==> src/rtl/hbi_pkg.sv <==
package hbi_pkg;

    typedef struct packed {
        logic addr_stb_n;
        logic sel_n;
        logic data_stb_n;
        logic rnw;
        logic rd_stb_n;
        logic wr_stb_n;
        logic iack_lvl_n;
        logic iack_pls_n;
    } ctl_t;

    localparam ctl_t CTL_IDLE = '{
        addr_stb_n: 1'b1, sel_n: 1'b1, data_stb_n: 1'b1, rnw: 1'b1,
        rd_stb_n: 1'b1, wr_stb_n: 1'b1, iack_lvl_n: 1'b1, iack_pls_n: 1'b1
    };

    typedef enum logic [1:0] {
        ACC_NONE   = 2'd0,
        ACC_REG_RD = 2'd1,
        ACC_REG_WR = 2'd2,
        ACC_IACK   = 2'd3
    } acc_e;

    typedef enum logic {
        HS_ACK  = 1'b0,
        HS_WAIT = 1'b1
    } hs_mode_e;

    // number of cycle-starting strobes currently low
    function automatic logic [2:0] strobes_low(ctl_t c);
        int n;
        n = 0;
        if (!c.data_stb_n) n++;
        if (!c.rd_stb_n)   n++;
        if (!c.wr_stb_n)   n++;
        if (!c.iack_pls_n) n++;
        return 3'(n);
    endfunction

endpackage

==> src/rtl/hbi_sampler.sv <==
module hbi_sampler
    import hbi_pkg::*;
#(
    parameter int DW = 16
) (
    input  logic          clk,
    input  logic          rst,
    input  ctl_t          ctl_in,
    input  logic [DW-1:0] bus_in,
    input  logic          hs_sel_in,
    input  logic          rdy_in,
    output ctl_t          cur,
    output logic          prv_ds_n,
    output logic          prv_as_n,
    output logic [DW-1:0] bus_q,
    output logic          hs_sel_q,
    output logic          rdy_q
);

    always_ff @(posedge clk) begin
        if (rst) begin
            cur      <= CTL_IDLE;
            prv_ds_n <= 1'b1;
            prv_as_n <= 1'b1;
            bus_q    <= '0;
            hs_sel_q <= 1'b1;
            rdy_q    <= 1'b0;
        end else begin
            cur      <= ctl_in;
            prv_ds_n <= cur.data_stb_n;
            prv_as_n <= cur.addr_stb_n;
            bus_q    <= bus_in;
            hs_sel_q <= hs_sel_in;
            rdy_q    <= rdy_in;
        end
    end

endmodule

==> src/rtl/hbi_decode.sv <==
module hbi_decode
    import hbi_pkg::*;
#(
    parameter int DW = 16,
    parameter int AW = 3
) (
    input  logic          clk,
    input  logic          rst,
    input  ctl_t          cur,
    input  logic          prv_ds_n,
    input  logic          prv_as_n,
    input  logic [DW-1:0] bus_q,
    output acc_e          acc,
    output logic          overlap,
    output logic          wr_en,
    output logic [AW-1:0] wr_addr,
    output logic [DW-1:0] wr_data,
    output logic [AW-1:0] rd_addr
);

    logic [2:0]    nlow;
    logic          idle;
    logic          single;
    logic          ds_fall;
    logic          as_fall;
    logic          rw_eff;
    logic          rw_q;
    logic          bad_q;
    logic          pend_q;
    logic [AW-1:0] addr_q;
    logic [AW-1:0] paddr_q;
    logic [DW-1:0] pdata_q;

    assign nlow    = strobes_low(cur);
    assign idle    = (nlow == 3'd0);
    assign overlap = (nlow > 3'd1);
    assign single  = (nlow == 3'd1) && !bad_q;
    assign ds_fall = prv_ds_n && !cur.data_stb_n;
    assign as_fall = prv_as_n && !cur.addr_stb_n;
    assign rw_eff  = ds_fall ? cur.rnw : rw_q;

    always_comb begin
        acc = ACC_NONE;
        if (single) begin
            if (!cur.iack_pls_n) begin
                acc = ACC_IACK;
            end else if (!cur.wr_stb_n) begin
                if (!cur.sel_n) acc = ACC_REG_WR;
            end else if (!cur.iack_lvl_n) begin
                acc = ACC_IACK;
            end else if (!cur.sel_n) begin
                acc = (!cur.rd_stb_n || rw_eff) ? ACC_REG_RD : ACC_REG_WR;
            end
        end
    end

    always_ff @(posedge clk) begin
        if (rst) begin
            rw_q    <= 1'b1;
            bad_q   <= 1'b0;
            addr_q  <= '0;
            pend_q  <= 1'b0;
            paddr_q <= '0;
            pdata_q <= '0;
        end else begin
            if (ds_fall) rw_q <= cur.rnw;
            if (as_fall) addr_q <= bus_q[AW-1:0];
            if (overlap)   bad_q <= 1'b1;
            else if (idle) bad_q <= 1'b0;
            if (overlap) begin
                pend_q <= 1'b0;
            end else if (acc == ACC_REG_WR) begin
                pend_q  <= 1'b1;
                paddr_q <= addr_q;
                pdata_q <= bus_q;
            end else if (idle) begin
                pend_q <= 1'b0;
            end
        end
    end

    assign wr_en   = pend_q && idle;
    assign wr_addr = paddr_q;
    assign wr_data = pdata_q;
    assign rd_addr = addr_q;

    AST_RW_HELD: assert property (@(posedge clk) disable iff (rst)
        (!cur.data_stb_n && !prv_ds_n) |=> $stable(rw_q));

    AST_WR_AFTER_TRAIL: assert property (@(posedge clk) disable iff (rst)
        wr_en |-> !$past(idle));

    AST_OVERLAP_NO_WR: assert property (@(posedge clk) disable iff (rst)
        overlap |=> !wr_en);

endmodule

==> src/rtl/hbi_regfile.sv <==
module hbi_regfile #(
    parameter int DW    = 16,
    parameter int AW    = 3,
    parameter int DEPTH = 8
) (
    input  logic          clk,
    input  logic          rst,
    input  logic          wr_en,
    input  logic [AW-1:0] wr_addr,
    input  logic [DW-1:0] wr_data,
    input  logic [AW-1:0] rd_addr,
    output logic [DW-1:0] rd_data
);

    logic [DW-1:0] mem [DEPTH];

    for (genvar i = 0; i < DEPTH; i++) begin : g_entry
        always_ff @(posedge clk) begin
            if (rst) begin
                mem[i] <= '0;
            end else if (wr_en && (wr_addr == AW'(i))) begin
                mem[i] <= wr_data;
            end
        end
    end

    assign rd_data = mem[rd_addr];

    AST_WRITE_LANDS: assert property (@(posedge clk) disable iff (rst)
        wr_en |=> (mem[$past(wr_addr)] == $past(wr_data)));

endmodule

==> src/rtl/hbi_handshake.sv <==
module hbi_handshake
    import hbi_pkg::*;
#(
    parameter int AW       = 3,
    parameter int CFG_ADDR = 0
) (
    input  logic          clk,
    input  logic          rst,
    input  acc_e          acc,
    input  logic          hs_sel_q,
    input  logic          rdy_q,
    input  logic          wr_en,
    input  logic [AW-1:0] wr_addr,
    output hs_mode_e      mode,
    output logic          hshk_n
);

    hs_mode_e mode_q;
    logic     locked_q;

    always_ff @(posedge clk) begin
        if (rst) begin
            mode_q   <= HS_WAIT;
            locked_q <= 1'b0;
        end else if (wr_en && (wr_addr == AW'(CFG_ADDR)) && !locked_q) begin
            mode_q   <= hs_mode_e'(hs_sel_q);
            locked_q <= 1'b1;
        end
    end

    always_comb begin
        if (mode_q == HS_WAIT) begin
            hshk_n = !((acc == ACC_IACK) && !rdy_q);
        end else begin
            hshk_n = !((acc == ACC_REG_RD) || (acc == ACC_REG_WR) ||
                       ((acc == ACC_IACK) && rdy_q));
        end
    end

    assign mode = mode_q;

    AST_MODE_LOCKED: assert property (@(posedge clk) disable iff (rst)
        locked_q |=> (locked_q && $stable(mode_q)));

    AST_HS_DEFINED: assert property (@(posedge clk) disable iff (rst)
        !$isunknown(hshk_n));

endmodule

==> src/rtl/hbi_dual_slave.sv <==
module hbi_dual_slave
    import hbi_pkg::*;
#(
    parameter int DW       = 16,
    parameter int AW       = 3,
    parameter int CFG_ADDR = 0
) (
    input  logic          clk,
    input  logic          rst,
    input  logic          addr_stb_n,
    input  logic          sel_n,
    input  logic          data_stb_n,
    input  logic          rnw,
    input  logic          rd_stb_n,
    input  logic          wr_stb_n,
    input  logic          iack_lvl_n,
    input  logic          iack_pls_n,
    input  logic          hs_sel,
    input  logic          iack_ready,
    input  logic [DW-1:0] bus_in,
    output logic [DW-1:0] bus_out,
    output logic          bus_oe,
    output logic          hshk_n
);

    localparam int DEPTH = 1 << AW;

    ctl_t          ctl_in;
    ctl_t          cur;
    logic          prv_ds_n;
    logic          prv_as_n;
    logic [DW-1:0] bus_q;
    logic          hs_sel_q;
    logic          rdy_q;
    acc_e          acc;
    logic          overlap;
    logic          wr_en;
    logic [AW-1:0] wr_addr;
    logic [DW-1:0] wr_data;
    logic [AW-1:0] rd_addr;
    logic [DW-1:0] rd_data;
    hs_mode_e      mode;

    assign ctl_in = '{
        addr_stb_n: addr_stb_n, sel_n: sel_n, data_stb_n: data_stb_n,
        rnw: rnw, rd_stb_n: rd_stb_n, wr_stb_n: wr_stb_n,
        iack_lvl_n: iack_lvl_n, iack_pls_n: iack_pls_n
    };

    hbi_sampler #(.DW(DW)) u_sampler (
        .clk(clk), .rst(rst), .ctl_in(ctl_in), .bus_in(bus_in),
        .hs_sel_in(hs_sel), .rdy_in(iack_ready),
        .cur(cur), .prv_ds_n(prv_ds_n), .prv_as_n(prv_as_n),
        .bus_q(bus_q), .hs_sel_q(hs_sel_q), .rdy_q(rdy_q)
    );

    hbi_decode #(.DW(DW), .AW(AW)) u_decode (
        .clk(clk), .rst(rst), .cur(cur), .prv_ds_n(prv_ds_n),
        .prv_as_n(prv_as_n), .bus_q(bus_q), .acc(acc), .overlap(overlap),
        .wr_en(wr_en), .wr_addr(wr_addr), .wr_data(wr_data), .rd_addr(rd_addr)
    );

    hbi_regfile #(.DW(DW), .AW(AW), .DEPTH(DEPTH)) u_regfile (
        .clk(clk), .rst(rst), .wr_en(wr_en), .wr_addr(wr_addr),
        .wr_data(wr_data), .rd_addr(rd_addr), .rd_data(rd_data)
    );

    hbi_handshake #(.AW(AW), .CFG_ADDR(CFG_ADDR)) u_handshake (
        .clk(clk), .rst(rst), .acc(acc), .hs_sel_q(hs_sel_q), .rdy_q(rdy_q),
        .wr_en(wr_en), .wr_addr(wr_addr), .mode(mode), .hshk_n(hshk_n)
    );

    assign bus_oe  = (acc == ACC_REG_RD);
    assign bus_out = bus_oe ? rd_data : '0;

    AST_OVERLAP_QUIET: assert property (@(posedge clk) disable iff (rst)
        overlap |-> (hshk_n && !bus_oe));

    AST_OE_NEEDS_SEL: assert property (@(posedge clk) disable iff (rst)
        bus_oe |-> !$past(sel_n));

    AST_BUS_RELEASED: assert property (@(posedge clk) disable iff (rst)
        !bus_oe |-> (bus_out == '0));

    AST_WAIT_NO_REG_HS: assert property (@(posedge clk) disable iff (rst)
        ((mode == HS_WAIT) && (acc inside {ACC_REG_RD, ACC_REG_WR})) |-> hshk_n);

endmodule

==> config.mk <==
export PLATFORM = sky130hd
export DESIGN_NAME = hbi_dual_slave
export DESIGN_NICKNAME = d
export VERILOG_FILES = /design/src/rtl/hbi_pkg.sv /design/src/rtl/hbi_sampler.sv /design/src/rtl/hbi_decode.sv /design/src/rtl/hbi_regfile.sv /design/src/rtl/hbi_handshake.sv /design/src/rtl/hbi_dual_slave.sv
export SDC_FILE = /design/constraint.sdc
export NUM_CORES = 1
export LEC_CHECK = 0
export ABC_AREA = 1
export BUFFER_PORTS_ARGS = -buffer_cell sky130_fd_sc_hd__buf_4
export CORE_ASPECT_RATIO = 0.75
export CORE_UTILIZATION = 30
export DETAILED_ROUTE_END_ITERATION = 12
export PLACE_DENSITY_LB_ADDON = 0.05
export SLEW_MARGIN = 0
export SYNTH_ARGS = -nofsm -noshare
export SYNTH_HDL_FRONTEND = slang
export SYNTH_HIERARCHICAL = 1
export SYNTH_SLANG_ARGS = --single-unit
==> constraint.sdc <==
create_clock -name clk -period 5.5 [get_ports clk]
set_input_delay 0.55 -clock clk [delete_from_list [all_inputs] [get_ports clk]]
set_output_delay 0.55 -clock clk [all_outputs]
set_load 0.02 [all_outputs]
==> results.yml <==
global_route:
  grt_pass1_vias: 6505
  grt_pass1_wl_um: 38800
  gr-total-overflow: 0
  grtUsageTotal_pct: 16.8
  antenna_found_initial: 0
  grt_start_max_net_pins: 67
setup_path:
  r2r-end: "u_regfile/mem[0][1]"
  crit_type: "reg -> out"
  r2r-start: "u_sampler/cur[5]"
  cp.arrival_ns: 3.43
  reg2reg_slack_ns: 2.12
  crit_path_max_fanout: 21
  crit_path_start_kind: "flop"
  cp-end-kind: "output pin"
  crit_start: "u_sampler/cur[5]"
  required_ns: 4.95
  reg2regPathDepth: 18
  crit_end: "hshk_n"
logic_synthesis:
  synth_cell_type_count: 24
  synth_top_area_share_pct: 42.5
  synthCells: 1132
  ys_ff_latch: 183
  yosysTopAreaCell: "edfxtp_1"
  syn_area_per_cell_um2: 8.00
  yosysWarnings: 6
  syn-num-nets: 1166
  yosysSeqAreaShare_pct: 54.6
  syn_area_um2: 9050
  yosys-top-cells-area: "edfxtp_1, nand2_1, dfxtp_1"
finish:
  fin_nets: 1189
  diodes: 0
  post-route-cell-area_um2: 10200
  fill_cells: 3205
  drive_gt1_share_pct: 11.0
  finalNonFillerCells: 1560
  synthToLayoutAreaGrowth_pct: 12.2
clock_network:
  tritoncts: "built"
  clock-root-buffer: "clkbuf_16"
  cts_max_level: 4
  post_cts_buffers: 0
  clock_sinks: 183
  cts_made_buffers: 17
  hold_buffers: 0
  cts_buffer_depth: 2
  post_cts_resized: 0
  path_clk_slew_ns: 0.07
  clk_latency_ns: 0.44
power_and_ir_drop:
  pwr_density_cell_nw_per_um2: 303
  power.internal_mw: 2.24
  pwr-share-comb_pct: 12.2
  peakVddDrop_mv: 0.213
  power.leakage_nw: 4.62
  seq_power_share_pct: 50.4
  clkPwrFrac_pct: 37.4
  power.total_mw: 3.08
  p_sw_share_pct: 27.3
  switchingPower_mw: 0.843
timing:
  finalSetupTns_ns: 0
  finClkSkew_ns: 0.0101
  hold_slack_ns: 0.285
  finalHoldViolations: 0
  period_needed_ns: 3.98
  rsz0062_at_grt: "false"
  slew_headroom_pct: 35.3
  tightest_slew_ns: 0.968
  max_freq_mhz: 251
  slew_violations: 0
  setup_viol: 0
  post-route-period-util_pct: 72.4
floorplan:
  dieArea_um2: 30900
  start_util_pct: 30.8
  die_x_um: 203
  fp.dieH_um: 152
  core-area_um2: 29400
  row_count: 54
  ios: 46
drt:
  num_vias: 6686
  drtIter0Drc: 418
  first_pass_iters: 5
  drc_errors: 0
  wl_per_cell_um: 15.8
  routed_wl_um: 24700
  ant_nets: 0
  routed_via_density: 4.29
placement:
  dpl.cell_count: 1528
  routabilityCongestion: 0.725
  post-dp-hpwl_um: 15700
  io_buffers: 45
  placed_area_um2: 9630
flow_run:
  cap_violations: 0
min_path:
  hold_path_class: "in -> reg"
status:
  status: "complete, no violations"
## how the worst min path moves through the flow
stage,from,to,slack (ns),cells past startpoint
2_1_floorplan,u_sampler/cur[7],u_sampler/prv_as_n,0.41,2
3_3_place_gp,u_sampler/cur[7],u_sampler/prv_as_n,0.44,2
3_5_place_dp,u_sampler/cur[7],u_sampler/prv_as_n,0.43,2
4_1_cts,rnw,u_sampler/cur[4],0.26,3
5_1_grt,rnw,u_sampler/cur[4],0.28,3
6_report,rd_stb_n,u_sampler/cur[3],0.29,3
## registers in the layout (all words and copies together), names as in the netlist, 3 cells and up
name,cells
u_decode/wr_addr,3
u_sampler/bus_q,16
u_sampler/cur,8
u_regfile/mem,128
u_decode/rd_addr,3
u_decode/wr_data,16
## per-stage QoR
stage               setup slack [ns]  utilization (%)
floorplan                       2.20                -
global placement                2.03             32.8
detailed placement              2.00             32.8
CTS                             1.49             34.6
global route                    1.18             34.6
finish                          1.52             34.6
## cell usage after synthesis
cell,instances
clkbuf_1,12
dfxtp_1,55
buf_6,10
ha_1,6
nor2_4,4
nand3_1,73
or2_1,1
buf_8,1
nor2_2,23
o21ai_0,7
nand3_4,6
buf_2,20
nand2_1,302
nor2_1,168
buf_4,2
buf_1,2
a21oi_1,6
edfxtp_1,128
nand4_1,20
nand2_4,1
nand3_2,5
inv_1,269
a21oi_2,1
inv_2,10
## cell usage in the layout, fill, tap and decap left out, drive strengths merged
| cell type | n |
|---|---|
| nand2 | 303 |
| a21oi | 7 |
| o21ai | 7 |
| clkinv | 6 |
| clkbuf | 21 |
| buf | 51 |
| dfxtp | 55 |
| nand3 | 84 |
| nor2 | 195 |
| ha | 6 |
| inv | 284 |
| nand4 | 20 |
| or2 | 1 |
| edfxtp | 128 |
## critical path, stage by stage, from the launching register on
cell	delay (ns)
dfxtp_1	0.38
inv_1	0.11
ha_1	0.33
inv_1	0.06
nand2_1	0.04
nand2_1	0.10
inv_2	0.05
ha_1	0.26
or2_1	0.22
nand2_1	0.10
nand3_2	0.09
nor2_2	0.08
buf_4	0.24
inv_1	0.08
nor2_1	0.22
ha_1	0.22
inv_1	0.04
o21ai_0	0.13
nand2_1	0.07
buf_4	0.16
## metal layers
metal / share of wire, % / vias up / global-route usage [%]
met5: 0 / - / 0
met4: 0.93 / 0 / 4.19
met3: 3.4 / 15 / 2.69
met2: 43 / 87 / 25.4
met1: 52 / 3173 / 24.9
li1: - / 3411 / -
## area by class of cell
type                    count  area (µm²)  area share [%]
flip-flops and latches    183        4950            48.7
multi-input cells         623        2770            27.2
inverters                 279        1050            10.3
well taps                 392         490            4.83
clock buffers              21         472            4.64
repair buffers             51         383            3.77
clock inverters            11        57.6           0.566
## cell families (layout without fill, tap and decap cells)
family,after synthesis,count (layout),share of synthesized area (%)
AND/OR/NAND/NOR,603,603,28.9
buffers and inverters,326,362,14.8
flip-flops,183,183,54.6
AO/OA/AOI/OAI,14,14,0.815
adder cells (fa/ha/maj),6,6,0.829
## power groups by stage
stage	Clock [mW]	Combinational [mW]	Sequential, mW
CTS	1.19	0.383	1.55
detailed placement	0	0.381	1.58
global route	1.24	0.429	1.56
global placement	0	0.382	1.59
floorplan	0	0.259	1.57
finish	1.15	0.376	1.55
Note: power is estimated with default switching activity, not from simulation.
